<file path="src/rtl/ubt_pkg.sv">
package ubt_pkg;
  // Kind of character the shifter is asked to load next
  typedef enum logic [1:0] {
    JOB_NONE = 2'd0,
    JOB_PRE  = 2'd1,
    JOB_BRK  = 2'd2,
    JOB_DATA = 2'd3
  } job_e;
endpackage

</file>
<file path="src/rtl/ubt_jobsel.sv">
module ubt_jobsel
  import ubt_pkg::*;
#(
  parameter int WIDE_W = 9
) (
  input  logic              clk,
  input  logic              rst_n,
  input  logic              tx_en,
  input  logic              brk_cmd,
  input  logic              data_wr,
  input  logic [WIDE_W-1:0] data_in,
  input  logic              take,
  output job_e              job,
  output logic [WIDE_W-1:0] data_q,
  output logic              full
);

  logic en_q, brk_q, pre_pend, brk_pend;
  logic pre_pend_n, brk_pend_n, full_n;

  // Fixed order: preamble, break (latched or held), data
  always_comb begin
    if (pre_pend)                 job = JOB_PRE;
    else if (brk_pend || brk_cmd) job = JOB_BRK;
    else if (full)                job = JOB_DATA;
    else                          job = JOB_NONE;
  end

  always_comb begin
    pre_pend_n = pre_pend;
    if (take && job == JOB_PRE) pre_pend_n = 1'b0;
    if (tx_en && !en_q)         pre_pend_n = 1'b1;

    brk_pend_n = brk_pend;
    if (brk_cmd && !brk_q)      brk_pend_n = 1'b1;
    if (take && job == JOB_BRK) brk_pend_n = 1'b0;

    full_n = full;
    if (take && job == JOB_DATA) full_n = 1'b0;
    if (data_wr)                 full_n = 1'b1;
  end

  always_ff @(posedge clk or negedge rst_n) begin
    if (!rst_n) begin
      en_q     <= 1'b0;
      brk_q    <= 1'b0;
      pre_pend <= 1'b0;
      brk_pend <= 1'b0;
      full     <= 1'b0;
    end else begin
      en_q     <= tx_en;
      brk_q    <= brk_cmd;
      pre_pend <= pre_pend_n;
      brk_pend <= brk_pend_n;
      full     <= full_n;
    end
  end

  always_ff @(posedge clk or negedge rst_n) begin
    if (!rst_n)       data_q <= '0;
    else if (data_wr) data_q <= data_in;
  end

  AST_BRK_LATCHED: assert property (@(posedge clk) disable iff (!rst_n)
    $rose(brk_cmd) |=> (brk_pend || $past(take && job == JOB_BRK)));

endmodule

</file>
<file path="src/rtl/ubt_shifter.sv">
module ubt_shifter
  import ubt_pkg::*;
#(
  parameter int NARROW_W   = 8,
  parameter int WIDE_W     = 9,
  parameter int LONG_EXTRA = 3
) (
  input  logic              clk,
  input  logic              rst_n,
  input  logic              baud_tick,
  input  logic              tx_en,
  input  job_e              job,
  input  logic [WIDE_W-1:0] data,
  input  logic              wide_frame,
  input  logic              long_brk,
  output logic              take,
  output logic              busy,
  output logic              txd
);

  localparam int SR_W  = WIDE_W + 2 + LONG_EXTRA;
  localparam int CNT_W = $clog2(SR_W + 1);
  localparam logic [CNT_W-1:0] LEN_N = CNT_W'(NARROW_W + 2);
  localparam logic [CNT_W-1:0] LEN_W = CNT_W'(WIDE_W + 2);
  localparam logic [CNT_W-1:0] EXTRA = CNT_W'(LONG_EXTRA);
  localparam logic [CNT_W-1:0] ONE   = CNT_W'(1);

  logic [SR_W-1:0]  sr, sr_n;
  logic [CNT_W-1:0] cnt, cnt_n;
  logic [CNT_W-1:0] flen;
  logic             busy_n;

  assign flen = wide_frame ? LEN_W : LEN_N;
  // A new character loads on an idle tick or on the tick ending the current one
  assign take = baud_tick && tx_en && (job != JOB_NONE) && (!busy || cnt == ONE);
  assign txd  = busy ? sr[0] : 1'b1;

  always_comb begin
    sr_n   = sr;
    cnt_n  = cnt;
    busy_n = busy;
    if (baud_tick && busy) begin
      if (cnt == ONE) begin
        busy_n = 1'b0;
      end else begin
        sr_n  = {1'b1, sr[SR_W-1:1]};
        cnt_n = cnt - ONE;
      end
    end
    if (take) begin
      busy_n = 1'b1;
      case (job)
        JOB_PRE: begin
          sr_n  = '1;
          cnt_n = flen;
        end
        JOB_BRK: begin
          sr_n  = '0;
          cnt_n = long_brk ? flen + EXTRA : flen;
        end
        default: begin
          sr_n    = '1;
          sr_n[0] = 1'b0;
          if (wide_frame) sr_n[WIDE_W:1]   = data;
          else            sr_n[NARROW_W:1] = data[NARROW_W-1:0];
          cnt_n   = flen;
        end
      endcase
    end
  end

  always_ff @(posedge clk or negedge rst_n) begin
    if (!rst_n) begin
      sr   <= '1;
      cnt  <= '0;
      busy <= 1'b0;
    end else if (baud_tick) begin
      sr   <= sr_n;
      cnt  <= cnt_n;
      busy <= busy_n;
    end
  end

  AST_TXD_HOLDS: assert property (@(posedge clk) disable iff (!rst_n)
    !baud_tick |=> $stable(txd));

  AST_CNT_RANGE: assert property (@(posedge clk) disable iff (!rst_n)
    busy |-> (cnt != '0 && cnt <= CNT_W'(SR_W)));

endmodule

</file>
<file path="src/rtl/uart_brk_tx.sv">
module uart_brk_tx #(
  parameter int NARROW_W   = 8,
  parameter int WIDE_W     = 9,
  parameter int LONG_EXTRA = 3
) (
  input  logic              clk,
  input  logic              rst_n,
  input  logic              baud_tick,
  input  logic              tx_en,
  input  logic              brk_cmd,
  input  logic              long_brk,
  input  logic              wide_frame,
  input  logic              data_wr,
  input  logic [WIDE_W-1:0] data_in,
  input  logic              empty_ie,
  input  logic              done_ie,
  output logic              txd,
  output logic              buf_empty,
  output logic              tx_done,
  output logic              empty_irq,
  output logic              done_irq
);

  ubt_pkg::job_e     job;
  logic              take, busy, full;
  logic [WIDE_W-1:0] data_q;

  ubt_jobsel #(.WIDE_W(WIDE_W)) u_jobsel (
    .clk     (clk),
    .rst_n   (rst_n),
    .tx_en   (tx_en),
    .brk_cmd (brk_cmd),
    .data_wr (data_wr),
    .data_in (data_in),
    .take    (take),
    .job     (job),
    .data_q  (data_q),
    .full    (full)
  );

  ubt_shifter #(
    .NARROW_W   (NARROW_W),
    .WIDE_W     (WIDE_W),
    .LONG_EXTRA (LONG_EXTRA)
  ) u_shifter (
    .clk        (clk),
    .rst_n      (rst_n),
    .baud_tick  (baud_tick),
    .tx_en      (tx_en),
    .job        (job),
    .data       (data_q),
    .wide_frame (wide_frame),
    .long_brk   (long_brk),
    .take       (take),
    .busy       (busy),
    .txd        (txd)
  );

  assign buf_empty = !full;
  assign tx_done   = !busy && (job == ubt_pkg::JOB_NONE);
  assign empty_irq = buf_empty && empty_ie;
  assign done_irq  = tx_done && done_ie;

  AST_WR_FILLS: assert property (@(posedge clk) disable iff (!rst_n)
    data_wr |=> !buf_empty);

  AST_WR_BUSY: assert property (@(posedge clk) disable iff (!rst_n)
    data_wr |=> !tx_done);

  AST_OFF_QUIET: assert property (@(posedge clk) disable iff (!rst_n)
    (!tx_en && !busy) |=> txd);

endmodule

</file>
<file path="config.mk">
export PLATFORM = sky130hd
export DESIGN_NAME = uart_brk_tx
export DESIGN_NICKNAME = d
export VERILOG_FILES = /design/src/rtl/ubt_pkg.sv /design/src/rtl/ubt_jobsel.sv /design/src/rtl/ubt_shifter.sv /design/src/rtl/uart_brk_tx.sv
export SDC_FILE = /design/constraint.sdc
export NUM_CORES = 1
export LEC_CHECK = 0
export CAP_MARGIN = 20
export CORE_UTILIZATION = 35
export CTS_CLUSTER_DIAMETER = 150
export DETAILED_ROUTE_END_ITERATION = 8
export SLEW_MARGIN = 20
export SYNTH_ARGS = -nofsm -noshare
export SYNTH_HDL_FRONTEND = slang
export SYNTH_HIERARCHICAL = 1
export SYNTH_SLANG_ARGS = --single-unit
</file>
<file path="constraint.sdc">
create_clock -name clk -period 3.5 [get_ports clk]
set_input_delay 0.525 -clock clk [delete_from_list [all_inputs] [get_ports clk]]
set_output_delay 0.525 -clock clk [all_outputs]
set_load 0.02 [all_outputs]
</file>
* Word level (Yosys, flattened, before mapping)
Cells that the tools add are included.
** Storage, ports and cells
- Register bits :: 33
- Output and inout bits :: 5
- Bits of input ports :: 19
** Operators by class
- Multiplexer cells :: 24
- Reduce and logical (&&, ||, !) cells :: 27
- Equality and inequality tests :: 5
- $add $sub $neg :: 2
** Operators with widths (number)
- 2-to-1 mux 14 bit :: 3
- case mux 14 bit (2 select lines) :: 1
- 2-to-1 mux 4 bit :: 5
- logical AND 1 bit :: 12
- 2-to-1 mux 1 bit :: 12
- nonzero test 2 bit :: 6
- 2-to-1 mux 2 bit :: 3
- AND reduction 3 bit :: 2
- adder 4 x 2 -> 4 bit, second input constant :: 1
- == test 2 bit, second input constant :: 2
- == test 4 x 1 -> 1 bit, second input constant :: 1
- zero test 1 bit :: 4
- subtractor 4 x 1 -> 4 bit, second input constant :: 1
- == test 2 x 1 -> 1 bit, second input constant :: 1
- zero test 2 bit :: 1
- logical OR 1 bit :: 2
- != test 2 bit, second input constant :: 1

* Longest topological paths before layout
Gate-level depths: netlist of the first run.
- Depth in word-level cells :: 9
- Mapped depth :: 9
- Depth with buffers taken out :: 8

* By module
Netlist of the first run, hierarchy kept.
** By module, submodules not included
- ubt_shifter :: area each 1048.5 µm², cells each 105, instances 1
- ubt_jobsel :: area each 523.0 µm², cells each 35, instances 1
- uart_brk_tx :: area each 30.0 µm², cells each 4, instances 1

* Least setup slack after synthesis of the first run
OpenSTA, ideal clock, no wires.
- Path kind :: input -> register
- Start point :: input brk_cmd
- End point :: register u_jobsel.full
- Setup time :: 0.118 ns
- Stages on the path :: 9
- Path slack :: 1.072 ns
- Data arrival time :: 2.309 ns
- Path through :: nor3_1 nor2_1 inv_1 ha_1 nand3b_2 a21oi_2 buf_4 or4b_1 a21o_1
** On the way
- Cells in the longest elaborated chain, start to end :: 8
- Elaborated cells between the ends (all ways) :: 9
- Classes of those cells :: eq/ne: 1; mux: 2; reduce/logical: 6
** RTL lines
- from (decl) :: RTL line uart_brk_tx.sv:10 : input logic brk_cmd,
- logical OR 1 bit :: RTL line ubt_jobsel.sv:24 : else if (brk_pend || brk_cmd) job = JOB_BRK;
- 2-to-1 mux 2 bit :: RTL line ubt_jobsel.sv:24
- 2-to-1 mux 2 bit :: RTL line ubt_jobsel.sv:23 : if (pre_pend) job = JOB_PRE;
- net job[1] :: RTL line uart_brk_tx.sv:24 : ubt_pkg::job_e job;
- nonzero test 2 bit :: RTL line ubt_shifter.sv:35 : assign take = baud_tick && tx_en && (job != JOB_NONE) && (!busy || cnt == ONE);
- logical AND 1 bit (2 in series) :: RTL line ubt_shifter.sv:35
- net take :: RTL line uart_brk_tx.sv:25 : logic take, busy, full;
- logical AND 1 bit :: RTL line ubt_jobsel.sv:39 : if (take && job == JOB_DATA) full_n = 1'b0;
- nonzero test 2 bit (no line)
- to (signal assigned) :: RTL line ubt_jobsel.sv:55 : full <= full_n;
- to (decl) :: RTL line ubt_jobsel.sv:15 : output logic full
The timed path passes the listed nets, and every way through them passes these cells.
A chain may end at the register's enable or synchronous reset.

* Worst setup path after layout of the first run
- Start point :: input brk_cmd
- End point :: output done_irq
** On the way
- Cells in the longest elaborated chain, start to end :: 6
** RTL lines
- logical OR 1 bit :: RTL line ubt_jobsel.sv:24
- 2-to-1 mux 2 bit :: RTL line ubt_jobsel.sv:24
- 2-to-1 mux 2 bit :: RTL line ubt_jobsel.sv:23
- net job[0] :: RTL line uart_brk_tx.sv:24
- zero test 2 bit :: RTL line uart_brk_tx.sv:60 : assign tx_done = !busy && (job == ubt_pkg::JOB_NONE);
- logical AND 1 bit :: RTL line uart_brk_tx.sv:60
- logical AND 1 bit :: RTL line uart_brk_tx.sv:62 : assign done_irq = tx_done && done_ie;
- to (decl) :: RTL line uart_brk_tx.sv:21 : output logic done_irq
The timed path passes the listed nets, and every way through them passes these cells.

==> reports/qor.txt, run 1 <==
IO Port Bufs = 23
CTS max path bufs = 2
Clock Skews = 0.006414 ns
Yosys warning total = 6
EDFF count, synth = 0
Outcome = completed
Worst-Margin Slew = 0.8974 ns
Mapped Area = 1602 sq um
CTS sink count = 33
Initial antenna violation count = 0
Static Leakage = 0.0007813 uW
Antenna fix cells = 0
TNS Setup = 0 ns
Initial Util = 36.53%
Hpwl dp = 2349 microns
Wire length per cell = 14.66 microns
Final min period = 2.725 ns
Final Power = 1362 uW
R2r worst-path depth = 8
Critical Path Fanout Max = 5
Hold Buf Count CTS = 0
Grt total ovfl = 0
Die Area = 4850 sq um
Gr usage total = 15.11%
CP Class = in -> out
Reg2reg setup slack = 1.14 ns
Mean Syn Cell Area = 11.12 sq um
Crit. Startpoint = brk_cmd
Final estimated routing congestion in global placement = 0.8471
Layout cell share with drive strength beyond 1 = 21.64%
Slew Limit Fails = 0
Synth area leader = dfrtp_1
Most used DFF post-synth = dfrtp_1
Slew headroom = 39.77%
Worst hold slack = 0.4352 ns
Required time of the critical path = 2.97 ns
CTS tree = built
# setup viols final = 0
Fin crit share = 77.87%
CP Capture Point = done_irq
Area Overhead vs Synth = 22.11%
Worst hold path depth = 1
#FFs+latches synth = 33
Starting DRT DRC Count = 77
Max Freq = 0.3669 GHz
Global-route wire length before repair = 5602 microns
DR vias/cell = 5.350
CTS-repair resized insts = 0
Post-Route Utilization = 44.61%
Via count = 1193
Syn nets = 169
Max_cap viols = 0
# nets final = 195
ANT nets after route = 0
Seq/Total Area, Yosys = 52.66%
DRT Pass-1 Iters = 4
Largest net degree at the start of global routing = 34
Power Density = 696.2 nW/um^2
Root Driver = clkbuf_8
Cell count after synthesis = 144
Chip Width = 69.65 microns
Async SR Flop Fraction = 100.0%
Startpoint types = input port
Setup bufs post-CTS = 0
Maximum vdd drop = 325.3 uV
Reg2reg end = u_shifter/sr[5]
Distinct cells, synth = 40
CTS clk-pin slew, worst paths = 0.06 ns
Unrepaired setup endpoints after global routing = no
Synth area leaders = dfrtp_1 30%, dfstp_2 23%, mux2_2 6.3%
Share of the synthesized area in the top cell type = 29.69%
Final Hold Fails = 0
Clock Latency Late Sink = 0.29 ns
Die span in y = 69.65 microns
Htree depth = 2
Worst R2R Start = u_jobsel/brk_pend
Row Count = 24
Critical Path AT = 2.20 ns
Endpoint class of the critical path = primary output
IO Count = 24
Detailed Route WL = 3270 microns
DRC = 0
Filler cell count in the final layout = 420
Vias in the first global route = 1195
Num CTS Buffers = 5
Core area = 4384 sq um
Hold crit path type = reg -> reg
==> registers in the layout, summed over array words and instances (netlist names) <==
register,count
u_shifter/sr,14
u_jobsel/data_q,9
u_shifter/cnt,4
u_jobsel/brk_pend,1
u_jobsel/brk_q,1
u_jobsel/en_q,1
u_jobsel/full,1
u_jobsel/pre_pend,1
u_shifter/busy,1
==> report_power, final <==
group / internal, uW / switching, uW
clock network: 141 / 126
registers: 541 / 80.8
logic: 212 / 262
==> final cells by class <==
type                            count  area (sq um)  area share (%)
Clock buffer                        8         80.08           4.095
Timing Repair Buffer               25         245.2           12.54
Sequential cell                    33         843.3           43.12
Tap cell                           52         65.06           3.327
Multi-Input combinational cell     93         676.9           34.61
Inverter                           12         45.04           2.303
==> per-stage QoR <==
stage	setup slack (ns)	cells	area, sq um
CTS	0.7644	223	1956
floorplan	1.072	144	1602
global route	0.5940	223	1956
detailed placement	0.5085	215	1876
finish	0.7747	223	1956
global placement	0.6346	215	1876
==> Yosys cell counts (all sizes together) (2+ instances only) <==
cell type  number
a21o            2
a21oi          13
a221o           3
and2            2
buf             5
dfrtp          19
dfstp          14
ha              6
inv            12
mux2            9
nand2           5
nand3           3
nand3b          2
nor2            5
nor2b           2
nor3            4
nor3b           2
o21ai          13
o22ai          10
==> logic make-up after synthesis <==
| family | count (synthesis) | share of synthesized area (%) |
|---|---|---|
| buffers and inverters | 18 | 5.077 |
| adder cells (fa/ha/maj) | 6 | 4.687 |
| AND/OR/NAND/NOR | 29 | 12.03 |
| AO/OA/AOI/OAI | 48 | 18.59 |
| flip-flops | 33 | 52.66 |
| multiplexers | 10 | 6.953 |
==> cells in the final DEF (no fill, tap or decap), types with 3 or more instances in the layout <==
master	instances
o21ai_0	12
a21oi_1	12
ha_1	6
nand2_1	5
a221o_1	3
nor2_1	5
o22ai_1	10
clkbuf_8	5
inv_1	12
dfrtp_1	19
dfstp_2	14
mux2_2	9
clkbuf_1	3
nor3_1	3
clkdlybuf4s50_1	23
==> per-layer routing <==
metal,wire [microns],GRT usage [%],vias to the layer above
met2,1559,23.41,33
met1,1453,18.65,576
met5,0,0,-
met3,180,5.814,8
li1,-,-,576
met4,76,6.889,0
==> critical path, stage by stage <==
cell	delay (ns)
clkdlybuf4s50_1	0.53
nor2_1	0.06
a21o_1	0.22
nor4b_2	0.22
clkdlybuf4s50_1	0.64
==> how the worst min path moves through the flow <==
stage / from / to / slack (ns)
2_1_floorplan: rst_n / u_jobsel/brk_pend / 0.23
3_3_place_gp: u_jobsel/en_q / u_jobsel/pre_pend / 0.41
3_5_place_dp: u_jobsel/en_q / u_jobsel/pre_pend / 0.42
4_1_cts: u_jobsel/en_q / u_jobsel/pre_pend / 0.44
5_1_grt: u_jobsel/en_q / u_jobsel/pre_pend / 0.46
6_report: u_jobsel/en_q / u_jobsel/pre_pend / 0.44
Power figures use the tool's default switching activity.
==> run 2: changes to the inputs <==
Clock period 3.5 ns to 2.2 ns, I/O delays scaled along.
==> reports/qor.txt, run 2 (same netlist as run 1, synthesis figures left out) <==
Outcome = completed
Filler cell count in the final layout = 417 (-0.71%)
Top Registers = u_shifter/sr: 14 flops, u_jobsel/data_q: 9 flops, u_shifter/cnt: 4 flops
Slew headroom = 68.47% (+29 points)
Static Leakage = 0.0008901 uW (+14%)
Final estimated routing congestion in global placement = 0.7931 (-6.4%)
Pre-CTS WS = -0.2587 ns (-0.7672 ns)
Initial antenna violation count = 0 (unchanged)
Chip Width = 69.65 microns (unchanged)
Slew Limit Fails = 0 (unchanged)
Clock Latency Late Sink = 0.28 ns (about the same)
Via count = 1236 (+3.6%)
Critical Path Fanout Max = 4 (-1)
Layout cell share with drive strength beyond 1 = 28.26% (+6.6 points)
DRC = 0 (unchanged)
Fin crit share = 91.63%
Worst R2R Start = u_jobsel/brk_pend
Vias in the first global route = 1252 (+4.8%)
Max reg flops = 14 (unchanged)
Top reg by flops = u_shifter/sr
ANT nets after route = 0 (unchanged)
Reg2reg setup slack = 0.18 ns (-0.96 ns)
DR vias/cell = 5.237 (-2.1%)
Die Area = 4850 sq um (unchanged)
Row Count = 24 (unchanged)
Grt total ovfl = 0 (unchanged)
R2r worst-path depth = 8 (unchanged)
Starting DRT DRC Count = 56 (-27%)
# nets final = 208 (+6.7%)
Reg2reg end = u_jobsel/full
CTS clk-pin slew, worst paths = 0.06 ns (about the same)
Gr usage total = 14.68% (-0.43 points)
Area Overhead vs Synth = 30.94%
Clock Skews = 0.002716 ns (-0.003697 ns)
DRT Pass-1 Iters = 4 (unchanged)
Worst hold path depth = 2 (+1)
# setup viols final = 0 (unchanged)
Root Driver = clkbuf_8
CTS tree = built
Maximum vdd drop = 489.9 uV (+51%)
Final instance area = 2097 sq um (+7.2%)
Final Hold Fails = 0 (unchanged)
Die span in y = 69.65 microns (unchanged)
Register area = 843.3 sq um (unchanged)
CP Class = reg -> reg
Post-Route Utilization = 47.83% (+3.2 points)
Unrepaired setup endpoints after global routing = no
Final min period = 2.016 ns
CTS sink count = 33 (unchanged)
Max_cap viols = 0 (unchanged)
Power Density = 1134 nW/um^2 (+63%)
Area post-placement = 1989 sq um (+6.1%)
Hpwl dp = 2406 microns (+2.4%)
Hold crit path type = in -> reg
Most frequent cells in the layout = 20 x clkdlybuf4s50_1, 19 x dfrtp_1, 15 x buf_4, 14 x dfstp_2
IO Port Bufs = 23 (unchanged)
Multi-input logic area = 693.2 sq um (+2.4%)
HP Start = brk_cmd
CTS max path bufs = 2 (unchanged)
Max Freq = 0.4961 GHz
Endpoint class of the critical path = register
Wire length per cell = 14.01 microns (-4.5%)
Hold EP = u_jobsel/brk_q
Hold Buf Count CTS = 0 (unchanged)
Largest net degree at the start of global routing = 34 (unchanged)
Htree depth = 2 (unchanged)
Core area = 4384 sq um (unchanged)
Num CTS Buffers = 5 (unchanged)
Setup bufs post-CTS = 0 (unchanged)
Worst-Margin Slew = 0.4714 ns (-0.4260 ns)
Startpoint types = register
IO Count = 24 (unchanged)
Critical Path AT = 2.19 ns (about the same)
Most common cell after layout, fill and taps aside = clkdlybuf4s50_1
Global-route wire length before repair = 5609 microns (+0.12%)
Antenna fix cells = 0 (unchanged)
Required time of the critical path = 2.37 ns (-0.60 ns)
Setup WS post-layout = 0.1842 ns (-0.5905 ns)
Detailed Route WL = 3306 microns (+1.1%)
TNS Setup = 0 ns (unchanged)
Initial Util = 36.53% (unchanged)
-- run 2: cell types whose count changed in the layout (fill, tap and decap cells not counted), sizes merged, moves of 2 or more --
| cell | change |
|---|---|
| buf | +13 |
| clkdlybuf4s50 | -3 |
| clkbuf | -2 |
| dlygate4sd2 | +2 |
-- run 2: cell type report --
cell class,instances,area share [%]
Clock buffer,6,3.461
Multi-Input combinational cell,93,33.05
Clock inverter,2,1.671
Timing Repair Buffer,38,16.35
Inverter,12,2.148
Tap cell,52,3.103
Sequential cell,33,40.21
-- run 2: power breakdown --
part	total (uW)	switching (uW)	internal, uW
Sequential	987	128	859
Combinational	846	435	410
Clock	545	209	336
-- run 2: critical path: stages (launching register included) --
cell and delay (ns):
dfrtp_1 0.41, nor2_1 0.11, a21o_1 0.18, inv_1 0.07, ha_1 0.23, nand3b_4 0.17, a21oi_4 0.12, or4b_1 0.43
a21o_1 0.18
-- run 2: metal layers --
metal  global-route usage (%)  share of wire, %  up-vias
met5                        0                 0        -
li1                         -                 -      598
met4                    5.778              0.97        0
met2                    23.52                48       32
met1                    18.76                47      602
met3                    4.215               4.4        4
-- run 2: metrics by stage --
step	power, uW	hold slack (ns)	instances
4_1_cts	2392	0.4293	236
2_1_floorplan	1535	0.03441	144
3_3_place_gp	1803	0.4143	228
6_report	2377	0.3457	236
3_5_place_dp	1834	0.4206	228
5_1_grt	2529	0.3678	236
-- run 2: how the worst max path moves through the flow --
stage / start / to / slack [ns] / depth (start not counted)
after floorplan: u_jobsel/brk_pend / u_jobsel/full / 0.02 / 9
after global placement: brk_cmd / u_jobsel/full / -0.15 / 9
after detailed placement: brk_cmd / u_jobsel/full / -0.26 / 9
after CTS: brk_cmd / u_jobsel/full / 0.04 / 9
after global routing: u_jobsel/full / u_jobsel/full / 0.05 / 8
final: u_jobsel/brk_pend / u_jobsel/full / 0.18 / 8
-- run 2: repair_timing --
action,in CTS,in global routing
resized for setup,2,1
pin swaps,0,1
endpoints found under the setup margin,2,1
==> run 3: changes to the inputs <==
Clock period 2.2 ns to 2 ns, I/O delays scaled along.
==> reports/qor.txt, run 3 (same netlist as run 1, synthesis figures left out) <==
Required time of the critical path = 2.17 ns (-0.20 ns)
CP Class = reg -> reg
Final min period = 1.916 ns (-0.09936 ns)
Most common cell after layout, fill and taps aside = buf_4
DRT Pass-1 Iters = 4 (unchanged)
Via count = 1264 (+2.3%)
Final instance area = 2141 sq um (+2.1%)
CTS max path bufs = 2 (unchanged)
Unrepaired setup endpoints after global routing = yes
# setup viols final = 0 (unchanged)
Hold Buf Count CTS = 0 (unchanged)
Htree depth = 2 (unchanged)
Slew Limit Fails = 0 (unchanged)
Hpwl dp = 2504 microns (+4.0%)
Worst-Margin Slew = 0.4764 ns (+0.004990 ns)
Static Leakage = 0.0008936 uW (+0.40%)
DR vias/cell = 5.202 (-0.68%)
Slowest-stage cell, CP = or4b_1
Final Power = 2571 uW (+8.1%)
Critical Path Fanout Max = 3 (-1)
Post-Route Utilization = 48.83% (+1.0 points)
Global-route wire length before repair = 5754 microns (+2.6%)
Core area = 4384 sq um (unchanged)
TNS Setup = 0 ns (unchanged)
Top Registers = u_shifter/sr: 14 flops, u_jobsel/data_q: 9 flops, u_shifter/cnt: 4 flops
Outcome = completed
Endpoint class of the critical path = register
Startpoint types = register
Slew headroom = 68.14% (-0.33 points)
Vias in the first global route = 1270 (+1.4%)
Chip Width = 69.65 microns (unchanged)
Die span in y = 69.65 microns (unchanged)
Max reg flops = 14 (unchanged)
CTS clk-pin slew, worst paths = 0.07 ns (about the same)
Top reg by flops = u_shifter/sr
Starting DRT DRC Count = 88 (+57%)
ANT nets after route = 0 (unchanged)
Hold crit path type = in -> async
Maximum vdd drop = 563.3 uV (+15%)
Max Freq = 0.5218 GHz (+5.2%)
Antenna fix cells = 0 (unchanged)
Max_cap viols = 0 (unchanged)
Layout cell share with drive strength beyond 1 = 35.60% (+7.3 points)
CTS tree = built
Gr usage total = 15.11% (+0.42 points)
Clock Latency Late Sink = 0.28 ns (about the same)
Largest net degree at the start of global routing = 34 (unchanged)
Detailed Route WL = 3422 microns (+3.5%)
Die Area = 4850 sq um (unchanged)
Row Count = 24 (unchanged)
Fin crit share = 95.82% (+4.2 points)
IO Port Bufs = 23 (unchanged)
Area Overhead vs Synth = 33.67%
Wire length per cell = 14.08 microns (+0.53%)
CTS sink count = 33 (unchanged)
Most frequent cells in the layout = 22 x buf_4, 20 x clkdlybuf4s50_1, 19 x dfrtp_1, 14 x dfstp_2, 12 x a21oi_1
Slowest Stage Delay on Critical Path = 0.44 ns (about the same)
Final Hold Fails = 0 (unchanged)
DRC = 0 (unchanged)
Initial antenna violation count = 0 (unchanged)
Power Density = 1201 nW/um^2 (+5.9%)
CP cell instances = inv_2, ha_1, or3b_4, a21oi_4, or4b_1, a21o_1
Clock Skews = 0.005793 ns (+0.003077 ns)
Final estimated routing congestion in global placement = 0.8168 (+3.0%)
Grt total ovfl = 0 (unchanged)
IO Count = 24 (unchanged)
Critical Path AT = 2.08 ns (-0.11 ns)
Initial Util = 36.53% (unchanged)
Num CTS Buffers = 5 (unchanged)
# nets final = 215 (+3.4%)
Area post-placement = 2014 sq um (+1.3%)
Root Driver = clkbuf_8
[run 3: final cells by class]
cell class / count / area (sq um)
Multi-Input combinational cell: 93 / 716.9
Inverter: 12 / 45.04
Sequential cell: 33 / 843.3
Clock buffer: 5 / 68.82
Tap cell: 52 / 65.06
Timing Repair Buffer: 45 / 384.1
Fill cell: 398 / 2243
Clock inverter: 3 / 17.52
[run 3: critical path: cells and delay by family (launching register included)]
family | cells | cell delay [ns]
AO/OA/AOI/OAI | 2 | 0.33
adder cells (fa/ha/maj) | 1 | 0.15
buffers and inverters | 1 | 0.07
flip-flops | 1 | 0.40
AND/OR/NAND/NOR | 2 | 0.86
[run 3: what timing repair did]
item | CTS | global route
gates resized for setup | 3 | 13
setup endpoints to repair | 3 | 8
buffers inserted | 1 | 3
pin swaps | 1 | 5
[run 3: metrics by stage]
stage,worst slack (ns),hold WS [ns],std cells
after floorplan,-0.1252,0.004409,144
after global placement,-0.3233,0.4115,231
after detailed placement,-0.3926,0.4155,231
after CTS,0.01610,0.4263,240
after global routing,-0.01347,0.4436,243
final,0.08352,0.4188,243
[run 3: metal layers]
| metal | vias to the layer above | share of wire (%) | global-route usage [%] |
|---|---|---|---|
| met5 | - | 0 | 0 |
| met4 | 0 | 1.2 | 5.556 |
| met3 | 4 | 4.9 | 4.215 |
| met2 | 34 | 49 | 24.92 |
| met1 | 613 | 45 | 18.90 |
| li1 | 613 | - | - |
[run 3: path summary, 6_finish.rpt]
check	start	to	slack (ns)	cells past startpoint
min reg2reg	u_jobsel/en_q	u_jobsel/pre_pend	0.43	1
min	rst_n	u_shifter/cnt[3]	0.42	2
max reg2reg	u_shifter/cnt[1]	u_jobsel/full	0.08	6
max	u_shifter/cnt[1]	u_jobsel/full	0.08	6
min in group clk	u_jobsel/en_q	u_jobsel/pre_pend	0.43	1
max in group asynchronous	rst_n	u_shifter/sr[5]	1.24	2
[run 3: where the power goes]
| part | total, uW | switching, uW | internal (uW) |
|---|---|---|---|
| Sequential | 1070 | 130 | 945 |
| Combinational | 1020 | 516 | 505 |
| Clock | 475 | 235 | 240 |
| Total | 2570 | 881 | 1690 |
